## src/rtl/pc_stack_pkg.sv

```systemverilog
package pc_stack_pkg;
  typedef enum logic [3:0] {
    OP_HOLD  = 4'd0,
    OP_NEXT  = 4'd1,
    OP_SKIP  = 4'd2,
    OP_WRPC  = 4'd3,
    OP_JMP   = 4'd4,
    OP_CALL  = 4'd5,
    OP_LJMP  = 4'd6,
    OP_LCALL = 4'd7,
    OP_RET   = 4'd8
  } pc_op_e;

  typedef enum logic [2:0] {
    SRC_KEEP,
    SRC_INC,
    SRC_ALU,
    SRC_SHORT,
    SRC_LONG,
    SRC_STACK
  } pc_src_e;
endpackage

```

## src/rtl/pc_stack_next.sv

```systemverilog
module pc_stack_next
  import pc_stack_pkg::*;
#(
  parameter int AW = 10
) (
  input  logic [3:0]    op_i,
  input  logic [AW-1:0] pc_i,
  input  logic [AW-1:0] addr_i,
  input  logic [AW-3:0] alu_i,
  input  logic          page_i,
  input  logic [AW-1:0] top_i,
  output logic [AW-1:0] pc_nxt_o,
  output logic          push_o,
  output logic          pop_o,
  output logic [AW-1:0] ret_addr_o
);
  localparam int LW = AW - 2;

  pc_src_e       src;
  logic [AW-1:0] step;
  logic          hi_bit;
  logic [AW-1:0] inc_val;

  // decode the operation into an address source
  always_comb begin
    src    = SRC_KEEP;
    step   = AW'(1);
    hi_bit = 1'b0;
    push_o = 1'b0;
    pop_o  = 1'b0;
    unique case (op_i)
      OP_NEXT:  src = SRC_INC;
      OP_SKIP:  begin src = SRC_INC; step = AW'(2); end
      OP_WRPC:  src = SRC_ALU;
      OP_JMP:   begin src = SRC_SHORT; hi_bit = addr_i[AW-1]; end
      OP_CALL:  begin src = SRC_SHORT; push_o = 1'b1; end
      OP_LJMP:  src = SRC_LONG;
      OP_LCALL: begin src = SRC_LONG; push_o = 1'b1; end
      OP_RET:   begin src = SRC_STACK; pop_o = 1'b1; end
      default:  src = SRC_KEEP;
    endcase
  end

  assign inc_val    = pc_i + step;
  assign ret_addr_o = pc_i + AW'(1);

  // A[AW-1], A[AW-2] and A[LW-1:0] each pick their own source
  always_comb begin
    unique case (src)
      SRC_INC:   pc_nxt_o = inc_val;
      SRC_ALU:   pc_nxt_o = {1'b0, page_i, alu_i};
      SRC_SHORT: pc_nxt_o = {hi_bit, page_i, addr_i[LW-1:0]};
      SRC_LONG:  pc_nxt_o = addr_i;
      SRC_STACK: pc_nxt_o = top_i;
      default:   pc_nxt_o = pc_i;
    endcase
  end
endmodule

```

## src/rtl/pc_stack_lifo.sv

```systemverilog
module pc_stack_lifo #(
  parameter int AW    = 10,
  parameter int DEPTH = 2
) (
  input  logic          clk_i,
  input  logic          rst_ni,
  input  logic          push_i,
  input  logic          pop_i,
  input  logic [AW-1:0] din_i,
  output logic [AW-1:0] top_o,
  output logic          ovf_o,
  output logic          udf_o
);
  localparam int CW = $clog2(DEPTH + 1);

  logic [AW-1:0] slot_q [DEPTH];
  logic [CW-1:0] cnt_q;
  logic          full;
  logic          empty;
  logic          shift_up;

  assign full     = (cnt_q == CW'(DEPTH));
  assign empty    = (cnt_q == '0);
  // keep the last popped value in the top slot once the stack drains
  assign shift_up = pop_i && (cnt_q > CW'(1));

  for (genvar i = 0; i < DEPTH; i++) begin : g_slot
    if (i == 0) begin : g_top
      always_ff @(posedge clk_i or negedge rst_ni) begin
        if (!rst_ni)       slot_q[i] <= '0;
        else if (push_i)   slot_q[i] <= din_i;
        else if (shift_up) slot_q[i] <= slot_q[i+1];
      end
    end else if (i == DEPTH - 1) begin : g_bottom
      always_ff @(posedge clk_i or negedge rst_ni) begin
        if (!rst_ni)     slot_q[i] <= '0;
        else if (push_i) slot_q[i] <= slot_q[i-1];
      end
    end else begin : g_mid
      always_ff @(posedge clk_i or negedge rst_ni) begin
        if (!rst_ni)       slot_q[i] <= '0;
        else if (push_i)   slot_q[i] <= slot_q[i-1];
        else if (shift_up) slot_q[i] <= slot_q[i+1];
      end
    end
  end

  always_ff @(posedge clk_i or negedge rst_ni) begin
    if (!rst_ni) begin
      cnt_q <= '0;
      ovf_o <= 1'b0;
      udf_o <= 1'b0;
    end else begin
      ovf_o <= push_i && full;
      udf_o <= pop_i && empty;
      if (push_i && !full)      cnt_q <= cnt_q + CW'(1);
      else if (pop_i && !empty) cnt_q <= cnt_q - CW'(1);
    end
  end

  assign top_o = slot_q[0];
endmodule

```

## src/rtl/pc_stack.sv

```systemverilog
module pc_stack #(
  parameter int          AW     = 10,
  parameter int          DEPTH  = 2,
  parameter logic [AW-1:0] RST_PC = '1
) (
  input  logic          clk_i,
  input  logic          rst_ni,
  input  logic [3:0]    op_i,
  input  logic [9:0]    addr_i,
  input  logic [7:0]    alu_i,
  input  logic          page_i,
  output logic [9:0]    pc_o,
  output logic          ovf_o,
  output logic          udf_o
);
  logic [AW-1:0] pc_q;
  logic [AW-1:0] pc_nxt;
  logic [AW-1:0] top;
  logic [AW-1:0] ret_addr;
  logic          push;
  logic          pop;

  pc_stack_next #(.AW(AW)) u_next (
    .op_i      (op_i),
    .pc_i      (pc_q),
    .addr_i    (addr_i),
    .alu_i     (alu_i),
    .page_i    (page_i),
    .top_i     (top),
    .pc_nxt_o  (pc_nxt),
    .push_o    (push),
    .pop_o     (pop),
    .ret_addr_o(ret_addr)
  );

  pc_stack_lifo #(.AW(AW), .DEPTH(DEPTH)) u_lifo (
    .clk_i (clk_i),
    .rst_ni(rst_ni),
    .push_i(push),
    .pop_i (pop),
    .din_i (ret_addr),
    .top_o (top),
    .ovf_o (ovf_o),
    .udf_o (udf_o)
  );

  always_ff @(posedge clk_i or negedge rst_ni) begin
    if (!rst_ni) pc_q <= RST_PC;
    else         pc_q <= pc_nxt;
  end

  assign pc_o = pc_q;
endmodule

```

## config.mk

```make
export PLATFORM = sky130hd
export DESIGN_NAME = pc_stack
export DESIGN_NICKNAME = d
export VERILOG_FILES = /design/src/rtl/pc_stack_pkg.sv /design/src/rtl/pc_stack_next.sv /design/src/rtl/pc_stack_lifo.sv /design/src/rtl/pc_stack.sv
export SDC_FILE = /design/constraint.sdc
export NUM_CORES = 1
export LEC_CHECK = 0
export ABC_CLOCK_PERIOD_IN_PS = 3790
export BUFFER_PORTS_ARGS = -buffer_cell sky130_fd_sc_hd__buf_4
export CAP_MARGIN = 20
export CORE_UTILIZATION = 48
export CTS_BUF_LIST = sky130_fd_sc_hd__clkbuf_2
export DETAILED_ROUTE_END_ITERATION = 10
export GPL_ROUTABILITY_DRIVEN = 0
export PLACE_DENSITY_LB_ADDON = 0.12
export SYNTH_ARGS = -nofsm -noshare
export SYNTH_HDL_FRONTEND = slang
export SYNTH_SLANG_ARGS = --single-unit
```

## constraint.sdc

```tcl
create_clock -name clk_i -period 3.79 [get_ports clk_i]
set_clock_uncertainty 0.1 [all_clocks]
set_input_delay 1.137 -clock clk_i [delete_from_list [all_inputs] [get_ports clk_i]]
set_output_delay 1.137 -clock clk_i [all_outputs]
set_load 0.01 [all_outputs]
```

==> key figures <==
Timing
  – Setup TNS: 0 ns
  – Unrepaired setup endpoints after global routing: no
  – Slew Limit Headroom: 0.448
  – Max Freq: 322 MHz
  – Slew Viols, Final: 0
  – Min Tclk post-route: 3.10 ns
  – Setup violators final: 0
  – Endpoints failing hold: 0
  – Final period util: 0.819
  – Worst-Margin Slew: 0.816 ns
  – Setup slack after layout: 0.685 ns

GRT
  – Vias in the first global route: 1749
  – GR Overflow Total: 0
  – First-pass GRT wire length: 8.40 mm
  – Largest net degree at the start of global routing: 35
  – Busiest grt layer: met2
  – Met3 Resource Use GR: 0.0550
  – GR Util All Layers: 0.247
  – Initial antenna violation count: 0
  – Met2 usage: 0.380
  – Met1 capacity usage during global routing: 0.336

Pwr
  – Internal power: 831 µW
  – Comb power frac: 0.357
  – Power share of the sequential group: 0.517
  – Cell Pwr Density: 557 nW/µm²
  – P_sw: 531 µW
  – Clock Power Share: 0.127
  – Switching share of power: 0.390
  – Lkg Pwr: 0.00112 µW
  – Max rail drop VDD: 0.252 mV

Finish
  – Synth-to-Final Area Change: 16.3%
  – Fin nets: 271
  – Share of layout cells above drive strength 1: 0.304
  – # diodes: 0

Worst setup path
  – WP data arrival: 3.33 ns
  – Crit path depth: 8
  – WP buf/inv: 1
  – Critical path class: input port to register
  – Crit-path leading delay family: simple AND/OR/NAND/NOR gates
  – Slowest cell on crit path: or4b_2
  – CP peak stage delay: 0.70 ns
  – Crit start category: input port
  – Worst R2R Path Depth: 5
  – CP cell instances: buf_4 > or4b_2 > ha_1 > fa_1 > nand3_1 > nor3_1 > a221oi_1 > o2bb2ai_1
  – CP Capture Type: register
  – WP data required: 4.02 ns
  – Critical path peak fanout: 14

Clock network
  – Num CTS Buffers: 5
  – Hold_buf cts: 0
  – CTS Sinks: 34
  – Clock buffer depth: 2
  – Post-CTS resize count: 0
  – Root Driver: clkbuf_2
  – CTS tree: yes
  – Clock transition at path regs: 0.20 ns
  – Clock Latency Late Sink: 0.39 ns
  – Setup bufs post-CTS: 0
  – Number of H-tree levels: 2

Min path
  – Hold Crit Class: register to register
  – Hold depth: 1

Yosys
  – Simple-Gate Fraction of Synth Area: 0.144
  – Post-synth top flop: dfrtp_1
  – Syn nets: 238
  – YS warnings: 0
  – Async set or reset register ratio after synthesis: 1.00
  – Syn Area/Cell: 10.2 µm²
  – Dominant cell type by area after synthesis: dfrtp_1
  – Distinct cells, synth: 56
  – Synth Area in Adders: 0.0452
  – Share of the synthesized area in the top cell type: 0.285
  – EDFF count, synth: 0
  – Yosys reg bits: 34
  – Post-synthesis compound-gate area fraction: 0.185
  – Synth top cells by count: dfrtp_1, mux2i_1, a21oi_1, mux2_2
  – Mux share of post-synthesis cell area: 0.136
  – Largest family of logic cells by synthesized area: compound AO/OA/AOI/OAI gates
  – Mapped cell area: 2100 µm²
  – Post-synthesis xor/xnor area fraction: 0.0416
  – Post-synthesis cell count: 206
  – Cell with the most instances after synthesis: dfrtp_1
  – Top post-synthesis cells by area: dfrtp_1, dfstp_2, mux2i_1
  – Sequential-to-total area share from yosys stat: 0.410

Route
  – TritonRoute pass-1 iters: 5
  – Drc violations: 0
  – Post-DR wirelength/cell: 17.8 µm
  – Vias: 1801
  – Post-route ant nets: 0
  – DRT Wirelength: 5.16 mm
  – Vias/cell: 6.21
  – First-iteration detailed-routing DRC count: 225

Die
  – Initial Utilization: 0.511
  – Full die area: 4650 µm²
  – Total core area: 4120 µm²
  – Die H: 68.2 µm
  – # IOs: 37
  – Floorplan die width: 68.2 µm
  – Rows: 23

Place
  – Worst setup slack after placement: 0.282 ns
  – PortBufs: 36
  – Placed wire-length estimate: 3.75 mm

Job
  – Max-capacitance violation count: 0

Outcome
  – Outcome: completed
==> flip-flops by register name, indices dropped and copies added, names as in the netlist <==
register / count
u_lifo.cnt_q: 2
u_lifo.ovf_o: 1
u_lifo.udf_o: 1
pc_o: 10
u_lifo.slot_q: 10
u_lifo.top_o: 10
==> cells by family after synthesis <==
logic type                 Yosys count
AOI/OAI and AO/OA                   55
buffers and inverters               20
and+or+nand+nor                     53
xor gates and xnor gates            10
DFF                                 34
muxes                               27
adders and majority gates            7
==> final timing paths <==
path	from	endpoint	slack (ns)
setup / recovery	op_i[0]	pc_o[6]	0.69
hold / removal	u_lifo.slot_q[1]	u_lifo.slot_q[1]	0.43
setup reg to reg	pc_o[0]	pc_o[4]	1.83
hold reg to reg	u_lifo.slot_q[1]	u_lifo.slot_q[1]	0.43
max in group asynchronous	rst_ni	pc_o[0]	2.69
min in group asynchronous	rst_ni	u_lifo.udf_o	0.56
==> layer usage <==
metal | vias up | routed length, µm
met5 | - | 0
met4 | 0 | 73
met3 | 10 | 403
met2 | 82 | 2330
met1 | 863 | 2350
li1 | 846 | -
==> through the flow <==
stage                util  hold slack, ns  area [µm²]  std cells  total power (µW)
floorplan               -           0.379        2100        206               995
global placement    0.585           0.385        2410        282              1160
detailed placement  0.585           0.394        2410        282              1190
CTS                 0.595           0.435        2450        290              1360
global route        0.595           0.450        2450        290              1460
finish              0.595           0.429        2450        290              1360
==> area by class of cell <==
class	instances	area, µm²
fillers	356	1670
multi-input cells	152	1160
flip-flops and latches	34	863
repair buffers	39	293
well taps	50	62.6
inverters	7	26.3
clock buffers	5	25.0
clock inverters	3	16.3
==> power groups by stage <==
stage               registers (µW)  logic [µW]  clock network, µW
global placement               695         462                  0
finish                         704         486                173
CTS                            699         487                178
floorplan                      641         354                  0
global route                   724         544                193
detailed placement             709         482                  0
==> cells in the final DEF (no fill, tap or decap), types with 3 or more instances in the layout <==
cell type / netlist / final
inv_1: 7 / 7
buf_4: 1 / 39
nand2_1: 8 / 8
o41ai_1: 3 / 3
o21a_1: 3 / 3
dfstp_2: 10 / 10
a222oi_1: 4 / 4
nand3_1: 5 / 5
a21o_1: 4 / 4
mux2_2: 12 / 12
o21ai_0: 6 / 6
ha_1: 6 / 6
nor3_1: 7 / 7
clkbuf_2: 0 / 5
o211ai_1: 3 / 3
xnor2_1: 7 / 7
xor2_1: 3 / 3
mux2i_1: 15 / 15
dfrtp_1: 24 / 24
nor2_1: 9 / 9
a21oi_1: 12 / 12
a22oi_1: 3 / 3
nor2b_1: 3 / 3
Power figures use the tool's default switching activity.
